**config.mk**
```make
export PLATFORM = sky130hd
export DESIGN_NAME = pgr_desc_decoder
export DESIGN_NICKNAME = d
export VERILOG_FILES = /design/src/rtl/pgr_pkg.sv /design/src/rtl/pgr_classify.sv /design/src/rtl/pgr_resp_hold.sv /design/src/rtl/pgr_event_regs.sv /design/src/rtl/pgr_desc_decoder.sv
export SDC_FILE = /design/constraint.sdc
export NUM_CORES = 1
export LEC_CHECK = 0
export ABC_AREA = 1
export ABC_CLOCK_PERIOD_IN_PS = 2700
export CORE_MARGIN = 2
export CORE_UTILIZATION = 60
export DETAILED_ROUTE_END_ITERATION = 8
export DONT_BUFFER_PORTS = 1
export GPL_TIMING_DRIVEN = 0
export PLACE_DENSITY = 0.8
export SLEW_MARGIN = 20
export SYNTH_ARGS = -nofsm -noshare
export SYNTH_HDL_FRONTEND = slang
export SYNTH_HIERARCHICAL = 1
export SYNTH_SLANG_ARGS = --single-unit
```
**constraint.sdc**
```tcl
create_clock -name clk -period 2.7 [get_ports clk]
set_clock_uncertainty 0.15 [all_clocks]
set_input_delay 0.135 -clock clk [delete_from_list [all_inputs] [get_ports clk]]
set_output_delay 0.135 -clock clk [all_outputs]
set_load 0.005 [all_outputs]
```
**src/rtl/pgr_pkg.sv**
```systemverilog
package pgr_pkg;
  localparam int DW       = 64;
  localparam int TYPE_W   = 4;
  localparam int RID_W    = 16;
  localparam int PASID_W  = 20;
  localparam int GRP_W    = 9;
  localparam int RC_W     = 4;

  localparam int PP_BIT    = 4;
  localparam int RC_LSB    = 12;
  localparam int RID_LSB   = 16;
  localparam int PASID_LSB = RID_LSB + RID_W;
  localparam int GRP_LSB   = 3;
  localparam int WAIT_LSB  = 4;
  localparam int WAIT_W    = 3;

  // low word: bits 11:5 between PASID-present and code, bits above the PASID
  localparam logic [DW-1:0] LO_RSVD_MASK =
    ({DW{1'b1}} << (PASID_LSB + PASID_W)) |
    ((({DW{1'b1}} << (PP_BIT + 1))) & ~({DW{1'b1}} << RC_LSB));
  // high word: everything outside the group index
  localparam logic [DW-1:0] HI_RSVD_MASK =
    ~((({DW{1'b1}} << GRP_LSB)) & ~({DW{1'b1}} << (GRP_LSB + GRP_W)));

  typedef enum logic [1:0] {
    RESP_OK     = 2'd0,
    RESP_INVREQ = 2'd1,
    RESP_FAIL   = 2'd2
  } resp_e;

  typedef enum logic [1:0] {
    ERR_RSVD    = 2'd0,
    ERR_NOPASID = 2'd1,
    ERR_WAIT    = 2'd2
  } err_e;

  typedef enum logic [2:0] {
    OUT_NONE = 3'd0,
    OUT_RESP = 3'd1,
    OUT_ERR  = 3'd2,
    OUT_WAIT = 3'd3,
    OUT_UNH  = 3'd4
  } outcome_e;

  typedef struct packed {
    logic [RID_W-1:0]   rid;
    logic [PASID_W-1:0] pasid;
    logic [GRP_W-1:0]   grp;
    resp_e              code;
  } resp_t;

  function automatic resp_e fold_code(input logic [RC_W-1:0] rc);
    if (rc == '0)              return RESP_OK;
    else if (rc == RC_W'(1))   return RESP_INVREQ;
    else                       return RESP_FAIL;
  endfunction

  function automatic logic rsvd_clean(input logic [DW-1:0] lo,
                                      input logic [DW-1:0] hi);
    return ((lo & LO_RSVD_MASK) == '0) && ((hi & HI_RSVD_MASK) == '0);
  endfunction

  function automatic logic wait_legal(input logic [DW-1:0] lo);
    return |lo[WAIT_LSB +: WAIT_W];
  endfunction
endpackage

```
**src/rtl/pgr_classify.sv**
```systemverilog
module pgr_classify
  import pgr_pkg::*;
#(
  parameter logic [TYPE_W-1:0] PGR_TYPE  = 4'd9,
  parameter logic [TYPE_W-1:0] WAIT_TYPE = 4'd5
) (
  input  logic [DW-1:0]     lo,
  input  logic [DW-1:0]     hi,
  output outcome_e          outcome,
  output err_e              err_kind,
  output resp_t             resp,
  output logic [TYPE_W-1:0] dtype
);
  always_comb begin
    dtype      = lo[TYPE_W-1:0];
    resp.rid   = lo[RID_LSB +: RID_W];
    resp.pasid = lo[PASID_LSB +: PASID_W];
    resp.grp   = hi[GRP_LSB +: GRP_W];
    resp.code  = fold_code(lo[RC_LSB +: RC_W]);
    err_kind   = ERR_RSVD;
    outcome    = OUT_NONE;
    if (dtype == PGR_TYPE) begin
      if (!rsvd_clean(lo, hi)) begin
        outcome  = OUT_ERR;
        err_kind = ERR_RSVD;
      end else if (!lo[PP_BIT]) begin
        outcome  = OUT_ERR;
        err_kind = ERR_NOPASID;
      end else begin
        outcome  = OUT_RESP;
      end
    end else if (dtype == WAIT_TYPE) begin
      if (wait_legal(lo)) begin
        outcome  = OUT_WAIT;
      end else begin
        outcome  = OUT_ERR;
        err_kind = ERR_WAIT;
      end
    end else begin
      outcome = OUT_UNH;
    end
  end
endmodule

```
**src/rtl/pgr_resp_hold.sv**
```systemverilog
module pgr_resp_hold
  import pgr_pkg::*;
(
  input  logic  clk,
  input  logic  rst_n,
  input  logic  load,
  input  resp_t din,
  input  logic  ready,
  output logic  valid,
  output resp_t dout
);
  logic take;
  assign take = valid && ready;

  always_ff @(posedge clk or negedge rst_n) begin
    if (!rst_n) begin
      valid <= 1'b0;
      dout  <= '0;
    end else if (load) begin
      valid <= 1'b1;
      dout  <= din;
    end else if (take) begin
      valid <= 1'b0;
    end
  end

  AST_HOLD_STALL: assert property (@(posedge clk) disable iff (!rst_n)
    (valid && !ready) |=> (valid && $stable(dout)));
  AST_LOAD_WHEN_FREE: assert property (@(posedge clk) disable iff (!rst_n)
    load |-> !valid);
endmodule

```
**src/rtl/pgr_event_regs.sv**
```systemverilog
module pgr_event_regs
  import pgr_pkg::*;
(
  input  logic              clk,
  input  logic              rst_n,
  input  logic              ev_err,
  input  err_e              kind_in,
  input  logic              ev_wait,
  input  logic              ev_unh,
  input  logic [TYPE_W-1:0] type_in,
  output logic              err_q,
  output err_e              kind_q,
  output logic              wait_q,
  output logic              unh_q,
  output logic [TYPE_W-1:0] type_q
);
  always_ff @(posedge clk or negedge rst_n) begin
    if (!rst_n) begin
      err_q  <= 1'b0;
      kind_q <= ERR_RSVD;
      wait_q <= 1'b0;
      unh_q  <= 1'b0;
      type_q <= '0;
    end else begin
      err_q  <= ev_err;
      wait_q <= ev_wait;
      unh_q  <= ev_unh;
      if (ev_err) kind_q <= kind_in;
      if (ev_unh) type_q <= type_in;
    end
  end
endmodule

```
**src/rtl/pgr_desc_decoder.sv**
```systemverilog
module pgr_desc_decoder
  import pgr_pkg::*;
#(
  parameter logic [TYPE_W-1:0] PGR_TYPE  = 4'd9,
  parameter logic [TYPE_W-1:0] WAIT_TYPE = 4'd5
) (
  input  logic               clk,
  input  logic               rst_n,
  input  logic               in_valid,
  output logic               in_ready,
  input  logic [DW-1:0]      in_lo,
  input  logic [DW-1:0]      in_hi,
  output logic               resp_valid,
  input  logic               resp_ready,
  output logic [RID_W-1:0]   resp_rid,
  output logic [PASID_W-1:0] resp_pasid,
  output logic [GRP_W-1:0]   resp_grp,
  output logic [1:0]         resp_code,
  output logic               err_valid,
  output logic [1:0]         err_kind,
  output logic               wait_done,
  output logic               unh_valid,
  output logic [TYPE_W-1:0]  unh_type
);
  outcome_e          outcome;
  err_e              cls_err;
  resp_t             cls_resp;
  logic [TYPE_W-1:0] cls_type;
  resp_t             held;
  err_e              kind_r;
  logic              accept;
  logic              ev_resp, ev_err, ev_wait, ev_unh;

  pgr_classify #(.PGR_TYPE(PGR_TYPE), .WAIT_TYPE(WAIT_TYPE)) u_cls (
    .lo(in_lo), .hi(in_hi), .outcome(outcome), .err_kind(cls_err),
    .resp(cls_resp), .dtype(cls_type)
  );

  assign in_ready = !resp_valid;
  assign accept   = in_valid && in_ready;
  assign ev_resp  = accept && (outcome == OUT_RESP);
  assign ev_err   = accept && (outcome == OUT_ERR);
  assign ev_wait  = accept && (outcome == OUT_WAIT);
  assign ev_unh   = accept && (outcome == OUT_UNH);

  pgr_resp_hold u_hold (
    .clk(clk), .rst_n(rst_n), .load(ev_resp), .din(cls_resp),
    .ready(resp_ready), .valid(resp_valid), .dout(held)
  );

  pgr_event_regs u_ev (
    .clk(clk), .rst_n(rst_n), .ev_err(ev_err), .kind_in(cls_err),
    .ev_wait(ev_wait), .ev_unh(ev_unh), .type_in(cls_type),
    .err_q(err_valid), .kind_q(kind_r), .wait_q(wait_done),
    .unh_q(unh_valid), .type_q(unh_type)
  );

  assign resp_rid   = held.rid;
  assign resp_pasid = held.pasid;
  assign resp_grp   = held.grp;
  assign resp_code  = held.code;
  assign err_kind   = kind_r;

  // input-side views used by the properties below
  logic is_pgr, is_wait, rsvd_hit;
  assign is_pgr   = (in_lo[TYPE_W-1:0] == PGR_TYPE);
  assign is_wait  = (in_lo[TYPE_W-1:0] == WAIT_TYPE);
  assign rsvd_hit = ((in_lo & LO_RSVD_MASK) != '0) || ((in_hi & HI_RSVD_MASK) != '0);

  AST_UNHANDLED: assert property (@(posedge clk) disable iff (!rst_n)
    (accept && !is_pgr && !is_wait) |=> (unh_valid && !err_valid && !wait_done
      && unh_type == $past(in_lo[TYPE_W-1:0])));
  AST_RSVD_ERR: assert property (@(posedge clk) disable iff (!rst_n)
    (accept && is_pgr && rsvd_hit) |=> (err_valid && err_kind == ERR_RSVD && !resp_valid));
  AST_NOPASID_ERR: assert property (@(posedge clk) disable iff (!rst_n)
    (accept && is_pgr && !rsvd_hit && !in_lo[PP_BIT]) |=> (err_valid && err_kind == ERR_NOPASID));
  AST_RESP_FIELDS: assert property (@(posedge clk) disable iff (!rst_n)
    (accept && is_pgr && !rsvd_hit && in_lo[PP_BIT]) |=> (resp_valid && !err_valid
      && resp_rid == $past(in_lo[RID_LSB +: RID_W])
      && resp_grp == $past(in_hi[GRP_LSB +: GRP_W])));
  AST_WAIT_BAD: assert property (@(posedge clk) disable iff (!rst_n)
    (accept && is_wait && in_lo[WAIT_LSB +: WAIT_W] == '0) |=> (err_valid && err_kind == ERR_WAIT));
  AST_WAIT_OK: assert property (@(posedge clk) disable iff (!rst_n)
    (accept && is_wait && in_lo[WAIT_LSB +: WAIT_W] != '0) |=> (wait_done && !err_valid && !unh_valid));
  AST_ONE_OUTCOME: assert property (@(posedge clk) disable iff (!rst_n)
    $onehot0({err_valid, wait_done, unh_valid, $rose(resp_valid)}));
  AST_PULSE_ONLY: assert property (@(posedge clk) disable iff (!rst_n)
    (err_valid || wait_done || unh_valid) && !accept |=> !(err_valid || wait_done || unh_valid));
  AST_NO_TAKE_WHILE_HELD: assert property (@(posedge clk) disable iff (!rst_n)
    resp_valid |-> !in_ready);
endmodule

```
Word-level counts from Yosys, hierarchy flattened

Index checks and enable logic that the tools add are counted.

Register bits after elaboration: 57
Input bits: 132
Output and inout bits: 58
Word-level logic and storage cells: 44

Equality and inequality tests: 7
Mux-type cells: 14
Reductions and logical operators: 13

Operator list:

| operator                                                         | number |
|---|---|
| 64-bit zero test                                                 | 2 |
| 2-bit two-way mux                                                | 7 |
| 3-bit two-way mux                                                | 3 |
| 1-bit logical AND                                                | 7 |
| 3-bit by 2-bit == test with 1-bit output (second input constant) | 2 |
| 4-bit by 1-bit == test with 1-bit output (second input constant) | 1 |
| 4-bit by 3-bit == test with 1-bit output (second input constant) | 1 |
| 4-bit == test (second input constant)                            | 1 |
| 4-bit zero test                                                  | 1 |
| 1-bit two-way mux                                                | 4 |
| 3-bit by 1-bit == test with 1-bit output (second input constant) | 1 |
| 3-bit == test (second input constant)                            | 1 |
| 3-bit OR reduction                                               | 1 |
| 2-bit nonzero test                                               | 1 |
| 1-bit zero test                                                  | 1 |

Depth between registers and ports, before layout

Gate-level depths: netlist of run 1.

Depth in word-level cells: 7
Depth in mapped cells: 16
Depth with buffers taken out: 15

Hierarchy

The synthesis of run 1 kept the hierarchy.

Modules (own cells, without submodules):

| module           | times used | cells each | area each (um^2) | sequential area each (um^2) |
|---|---|---|---|---|
| pgr_resp_hold    | 1          | 203        | 1831.8           | 1201.2 |
| pgr_classify     | 1          | 144        | 765.7            | 0.0 |
| pgr_event_regs   | 1          | 29         | 300.3            | 225.2 |
| pgr_desc_decoder | 1          | 13         | 56.3             | 0.0 |

Least setup slack after synthesis of run 1

No wires, ideal clock.

Path kind: input port to flip-flop
Start: input port in_lo[6]
End: register u_hold/dout[14] in the netlist's numbering
Library setup time: 116 ps
Arrival time: 1570 ps
Required time: 2434 ps
Path slack: 864 ps
Stages: 15
Path buffers: 2
Cell sequence: or2_1 nor2_1 nand2_1 nor2_2 nand2_2 nor2_2 nand3_1 nand2_1 nand3_1 nor2_1 inv_2 buf_4 buf_6 nand2_1 nand2_1

Longest elaborated chain between the ends: 6
Elaborated cells on any way between the ends: 9
Those cells by class: eq/ne (1); mux (4); reduce/logical (4)

Ends and longest elaborated chain:

| item                                                   | line                                   | RTL |
|---|---|---|
| start: declaration                                     | pgr_desc_decoder.sv:11                 | `input logic [DW-1:0] in_lo,` |
| 64-bit zero test or 3-bit OR reduction (tied branches) | pgr_pkg.sv:60, pgr_pkg.sv:64           |  |
| 1-bit logical AND or 1-bit two-way mux (tied branches) | pgr_pkg.sv:60, pgr_classify.sv:33      |  |
| 3-bit two-way mux, on equally long branches            | pgr_classify.sv:23, pgr_classify.sv:32 |  |
| 3-bit two-way mux *                                    | pgr_classify.sv:22                     | `if (dtype == PGR_TYPE) begin` |
| via outcome[0]                                         | pgr_desc_decoder.sv:25                 | `outcome_e outcome;` |
| 3-bit by 1-bit == test with 1-bit output *             | pgr_desc_decoder.sv:41                 | `assign ev_resp = accept && (outcome == OUT_RESP);` |
| 1-bit logical AND *                                    | pgr_desc_decoder.sv:41                 |  |
| via ev_resp                                            | pgr_desc_decoder.sv:32                 | `logic ev_resp, ev_err, ev_wait, ev_unh;` |
| end signal: assignment                                 | pgr_resp_hold.sv:21                    | `dout <= din;` |
| end: declaration                                       | pgr_resp_hold.sv:10                    | `output resp_t dout` |

Mark *: on every way through the listed nets, which the timed path passes. The rest lies on a longest branch.
A chain may end at the register's enable or synchronous reset.

Worst setup path in the final report of run 1

Start: input port in_lo[1]
End: register u_hold/dout[14] in the netlist's numbering

Longest elaborated chain between the ends: 5
Elaborated cells on any way between the ends: 6
Those cells by class: eq/ne (3); mux (2); reduce/logical (1)

Ends and longest elaborated chain:

| item                                       | line                   | RTL |
|---|---|---|
| 4-bit by 3-bit == test with 1-bit output   | pgr_classify.sv:32     | `end else if (dtype == WAIT_TYPE) begin` |
| 3-bit two-way mux                          | pgr_classify.sv:32     |  |
| 3-bit two-way mux *                        | pgr_classify.sv:22     |  |
| via outcome[0]                             | pgr_desc_decoder.sv:25 |  |
| 3-bit by 1-bit == test with 1-bit output * | pgr_desc_decoder.sv:41 |  |
| 1-bit logical AND *                        | pgr_desc_decoder.sv:41 |  |
| via ev_resp                                | pgr_desc_decoder.sv:32 |  |

Marks and branches as above.

==> impl_metrics.tcl, run 1 <==
set metrics [dict create \
    cts_root_buffer "clkbuf_8" \
    maxCapViolCount 0 \
    area_growth_pct 29.8 \
    arrival_ns 2.16 \
    nets 591 \
    drv_slew 0 \
    synth_seq_cells 57 \
    final_cells 531 \
    outcome "completed" \
    setup.worst_path.class "in -> reg" \
    r2r-start "u_hold/valid" \
    grt-ovfl-total 0 \
    end_kind "flip-flop" \
    p_per_area_mw_per_mm2 516 \
    ys.warnings.count 6 \
    start_util_pct 62.5 \
    drive_gt1_share_pct 17.9 \
    wl_met3_um 757 \
    io_buffers 0 \
    regToRegSetupSlack_ns 1.09 \
    fmax_ghz 0.476 \
    ys.flop_type "dfrtp_1" \
    p_sw_w 0.000475 \
    wl_met2_mm 4.57 \
    htree_levels 3 \
    synth_area_per_cell_um2 7.59 \
    grt_pass1_vias 2738 \
    ir_worst_vdd_v 0.000290 \
    power_frac_clock_pct 38.6 \
    vias_per_cell 5.04 \
    cp.required_ns 2.75 \
    min_period_ns 2.10 \
    worstSetupStartpointType "primary input" \
    path_buf_inv 4 \
    synth_edf_count 0 \
    drt-met1-wl_mm 2.86 \
    seq_power_share_pct 49.0 \
    hold_violations 0 \
    die_w_um 74.2 \
    yosysSeqAreaShare_pct 48.3 \
    final_cell_mix "nand2_1, dlygate4sd3_1, dfrtp_1, nor2_1, buf_4" \
    grt_pass1_wl_mm 12.9 \
    worstReg2RegEnd "u_hold/dout[14]" \
    synthesis.area_mm2 0.00295 \
    wl_per_cell_um 15.8 \
    worst_pin_slew_ns 0.374 \
    synth_top_area_share_pct 48.3 \
    cpPeakStageDelay_ns 0.61 \
    synth_nets 521 \
    drcViolationCount 0 \
    placed_cells 456 \
    antenna_found_initial 0 \
    n_antenna_cell 0 \
    placementRows 25 \
    cts_buffers 9 \
    period_share_pct 77.9 \
    worstPathCellList "dlygate4sd3_1 > nor4_4 > nand3_1 > nand2_1 > nand3_1 > nor2_1 > inv_2 > buf_4 > buf_6 > nand2_1 > nand2_1" \
    critPathTopFamily "simple AND/OR/NAND/NOR gates" \
    grt_use_total_pct 31.9 \
    dieHeight_um 74.2 \
    clk_pin_slew_ns 0.06 \
    p_int_w 0.00151 \
    postCtsSetupBuffers 0 \
    min_to "u_ev/kind_q[0]" \
    core_mm2 0.00472 \
    grt_max_degree 58 \
    async_flop_share_pct 100 \
    hpwl_mm 4.97 \
    rsz0062_at_grt "no" \
    final_common_cell "nand2_1" \
    cp_slowest_cell "dlygate4sd3_1" \
    slew_headroom_pct 75.0 \
    yosysTopAreaCell "dfrtp_1" \
    vias 2674 \
    io_pins 190 \
    switching_share_pct 24.0 \
    worstSkewPairLatency_ns 0.32 \
    highest_layer "met4" \
    clock_sinks 57 \
    wl_mm 8.37 \
    whs_path_depth 6 \
    gp_congestion 0.788 \
    p_comb_share_pct 12.4 \
    detail-route-antenna-nets 0 \
    ys_top_cells_by_area "dfrtp_1, nand2_1, buf_4" \
    drt-initial-drc-count 184 \
    cts_tree "built" \
    r2r_cells 8 \
    max-clock-path-buffers 2 \
    cp_max_fo 10 \
    hold_start "in_lo[3]" \
    crit_top_cell "nand2_1" \
    dieArea_mm2 0.00550 \
    min_path_type "in -> reg" \
    dr.pass1.iters 4 \
    synth_cell_type_count 18 \
    leakage_nw 2.07 \
    synthCells 389 \
    setup-tns-final_ns 0 \
    setup_viol 0 \
]
[worst max-delay path by stage]
stage,startpoint,end,slack [ns],depth (start not counted)
2_1_floorplan,in_lo[6],u_hold/dout[14],0.86,15
3_3_place_gp,in_lo[6],u_hold/dout[34],0.69,15
3_5_place_dp,in_lo[6],u_hold/dout[23],0.64,15
4_1_cts,in_lo[1],u_hold/dout[23],0.64,11
5_1_grt,in_lo[1],u_hold/dout[19],0.46,11
6_report,in_lo[1],u_hold/dout[14],0.60,11
[flip-flops by register name (all words and copies together), names as in the netlist]
register      flops
u_ev/unh_q        1
u_ev/wait_q       1
u_hold/dout      47
u_ev/kind_q       2
u_hold/valid      1
u_ev/type_q       4
u_ev/err_q        1
[per-stage QoR]
| stage | util, % | setup WS [ns] | hold WS (ns) | cell area [µm²] | total power [W] |
|---|---|---|---|---|---|
| floorplan | - | 0.864 | -0.311 | 2950 | 0.00110 |
| global placement | 64.3 | 0.691 | -0.310 | 3040 | 0.00112 |
| detailed placement | 64.3 | 0.640 | -0.309 | 3040 | 0.00113 |
| CTS | 81.2 | 0.637 | 0.0226 | 3830 | 0.00198 |
| global route | 81.2 | 0.460 | 0.0580 | 3830 | 0.00208 |
| finish | 81.2 | 0.598 | 0.0362 | 3830 | 0.00198 |
[worst reg2reg max path: cells and delay by family (launching register included)]
kind	cells	cell delay [ns]
buffers and inverters	4	0.50
flip-flops	1	0.43
AND/OR/NAND/NOR	4	0.44
[cell usage after synthesis (2+ instances only)]
| library cell | n |
|---|---|
| buf_2 | 3 |
| buf_4 | 51 |
| buf_6 | 5 |
| dfrtp_1 | 57 |
| inv_1 | 10 |
| inv_2 | 4 |
| nand2_1 | 188 |
| nand2_2 | 2 |
| nand3_1 | 6 |
| nor2_1 | 54 |
| nor2_2 | 2 |
[cell families after synthesis]
logic type	count (synthesis)	synth area share (%)
buffers and inverters	73	17.2
DFF	57	48.3
and+or+nand+nor	259	34.6
[routing by layer]
layer	up-vias	track usage, %
li1	1258	-
met1	1230	34.2
met2	166	59.3
met3	20	9.08
met4	0	12.1
met5	-	0
[layout make-up]
class                      instances  area (µm²)
fill                             310         888
timing repair buffer              59         608
buffer                            59         454
inverter                          14        52.6
clock buffer                      13         149
sequential                        57        1430
multi-input combinational        259        1020
clock inverter                     3        40.0
tap                               67        83.8
[power by group through the flow]
stage                     registers (W)  logic (W)  clock network, W
after floorplan                0.000968   0.000127                 0
after global placement         0.000983   0.000137                 0
after detailed placement       0.000985   0.000144                 0
after CTS                      0.000969   0.000234          0.000782
after global routing           0.000977   0.000271          0.000831
final                          0.000971   0.000245          0.000764
[repair_timing]
item                                    CTS  global route
hold buffers                             59             0
endpoints found under the setup margin    0             0
gates resized for setup                   0             0
hold endpoints to repair                114             0
Power figures use the tool's default switching activity.
==> run 2, diff against run 1 <==
--- a/config.mk
+++ b/config.mk
@@ -6,7 +6,7 @@
 export NUM_CORES = 1
 export LEC_CHECK = 0
 export ABC_AREA = 1
-export ABC_CLOCK_PERIOD_IN_PS = 2700
+export ABC_CLOCK_PERIOD_IN_PS = 2200
 export CORE_MARGIN = 2
 export CORE_UTILIZATION = 60
 export DETAILED_ROUTE_END_ITERATION = 8
==> constraint.sdc (replaced) <==
create_clock -name clk -period 2.2 [get_ports clk]
set_clock_uncertainty 0.15 [all_clocks]
set_input_delay 0.11 -clock clk [delete_from_list [all_inputs] [get_ports clk]]
set_output_delay 0.11 -clock clk [all_outputs]
set_load 0.005 [all_outputs]
==> run 2 against run 1 <==
Against the previous run:
- via count stayed put
- core utilization rose by 0.053 points
- routed wire length about the same
- worst hold slack worse by 0.0067 ns
- final area hardly changed
- die area unchanged
- non-clock buffer count is the same
- sequential share of layout area is essentially flat
- critical path type unchanged
==> impl_metrics.tcl, run 2 (synthesis gave the netlist of run 1 again) <==
set metrics [dict create \
    outcome "completed" \
    core_mm2 0.00472 \
    switching_share_pct 24.1 \
    fillers 310 \
    period_share_pct 92.4 \
    worst_pin_slew_ns 0.373 \
    max-clock-path-buffers 2 \
    dieHeight_um 74.2 \
    n_antenna_cell 0 \
    io_pins 190 \
    fmax_ghz 0.492 \
    wl_per_cell_um 15.8 \
    final_cells 531 \
    io_buffers 0 \
    slew_headroom_pct 75.0 \
    cts_tree "built" \
    setup.worst_path.class "in -> reg" \
    ir_worst_vdd_v 0.000356 \
    largest_reg_flops 47 \
    die_w_um 74.2 \
    p_per_area_mw_per_mm2 634 \
    largest_register "u_hold/dout" \
    area_growth_pct 29.9 \
    dieArea_mm2 0.00550 \
    grt-ovfl-total 0 \
    grt_max_degree 58 \
    dr.pass1.iters 4 \
    clock_sinks 57 \
    htree_levels 3 \
    vias_per_cell 5.04 \
    start_util_pct 62.5 \
    placed_cells 456 \
    drt-initial-drc-count 207 \
    setup_viol 0 \
    place_ws_ns 0.165 \
    grt_use_total_pct 31.8 \
    maxCapViolCount 0 \
    min_period_ns 2.03 \
    drcViolationCount 0 \
    detail-route-antenna-nets 0 \
    power_frac_clock_pct 38.6 \
    end_kind "flip-flop" \
    cp.required_ns 2.25 \
    cp_max_fo 10 \
    arrival_ns 2.09 \
    rsz0062_at_grt "no" \
    antenna_found_initial 0 \
    clk_pin_slew_ns 0.06 \
    grt_pass1_vias 2729 \
    postCtsSetupBuffers 0 \
    grt_pass1_wl_mm 12.8 \
    regToRegSetupSlack_ns 0.64 \
    hold_violations 0 \
    placementRows 25 \
    min_path_type "in -> reg" \
    fin_ws_ns 0.166 \
    worstSkewPairLatency_ns 0.32 \
    final_cell_mix "nand2_1, dlygate4sd3_1, dfrtp_1, nor2_1, buf_4" \
    drive_gt1_share_pct 18.1 \
    seq_power_share_pct 49.0 \
    leakage_nw 2.07 \
    setup-tns-final_ns 0 \
    final_common_cell "nand2_1" \
    drv_slew 0 \
    largest_registers "u_hold/dout (47), u_ev/type_q (4), u_ev/kind_q (2)" \
    p_int_w 0.00185 \
    cts_root_buffer "clkbuf_8" \
    cts_buffers 9 \
    gp_congestion 0.788 \
    worstSetupStartpointType "primary input" \
    wl_mm 8.37 \
    p_comb_share_pct 12.4 \
    hpwl_mm 4.97 \
    p_sw_w 0.000585 \
    nets 591 \
    vias 2674 \
]
==> run 2: layout make-up <==
type	count	area [µm²]	area share, %
repair buffers	59	608	15.8
clock inverters	3	40.0	1.04
clock buffers	13	149	3.88
inverters	14	52.6	1.37
flip-flops and latches	57	1430	37.2
multi-input cells	259	1020	26.7
well taps	67	83.8	2.18
plain buffers	59	454	11.8
==> run 2: layer usage <==
layer,track usage (%),vias to the layer above,routed length [µm]
met2,59.1,164,4600
met1,34.0,1233,2870
li1,-,1257,-
met3,9.08,20,742
met5,0,-,0
met4,12.1,0,166
==> run 2: through the flow <==
stage                     hold slack, ns  util [%]  instance area [µm²]  power, W
after CTS                         0.0134      81.2                 3830   0.00244
final                             0.0295      81.2                 3840   0.00243
after global routing              0.0550      81.2                 3840   0.00255
after floorplan                   -0.336         -                 2950   0.00134
after global placement            -0.335      64.3                 3040   0.00137
after detailed placement          -0.334      64.3                 3040   0.00139
==> run 2: path summary, 6_finish.rpt <==
path,startpoint,end,cells past startpoint
max,in_lo[1],u_hold/dout[19],11
min,in_lo[5],u_ev/kind_q[1],5
max reg2reg,u_hold/valid,u_hold/dout[19],8
min reg2reg,u_hold/dout[5],u_hold/dout[5],2
max in group asynchronous,rst_n,u_hold/dout[35],2
min in group asynchronous,rst_n,u_hold/dout[0],2
==> run 2: critical path, cell delays in order <==
cell and delay (ns):
dlygate4sd3_1 0.61, nor4_4 0.36, nand3_1 0.12, nand2_1 0.11, nand3_1 0.10, nor2_2 0.14
inv_2 0.06, buf_4 0.17, buf_6 0.15, nand2_1 0.08, nand2_1 0.07
==> run 2: power groups by stage <==
stage                     combinational [W]  clock (W)  sequential (W)
after floorplan                    0.000156          0         0.00119
after global placement             0.000168          0         0.00121
after detailed placement           0.000176          0         0.00121
after CTS                          0.000287   0.000959         0.00119
after global routing               0.000333    0.00102         0.00120
final                              0.000302   0.000939         0.00119
==> run 2: repair_timing <==
| item | CTS | global route |
|---|---|---|
| hold endpoints to repair | 114 | 0 |
| hold buffers | 59 | 0 |
| setup endpoints to repair | 0 | 6 |
| resized for setup | 0 | 1 |
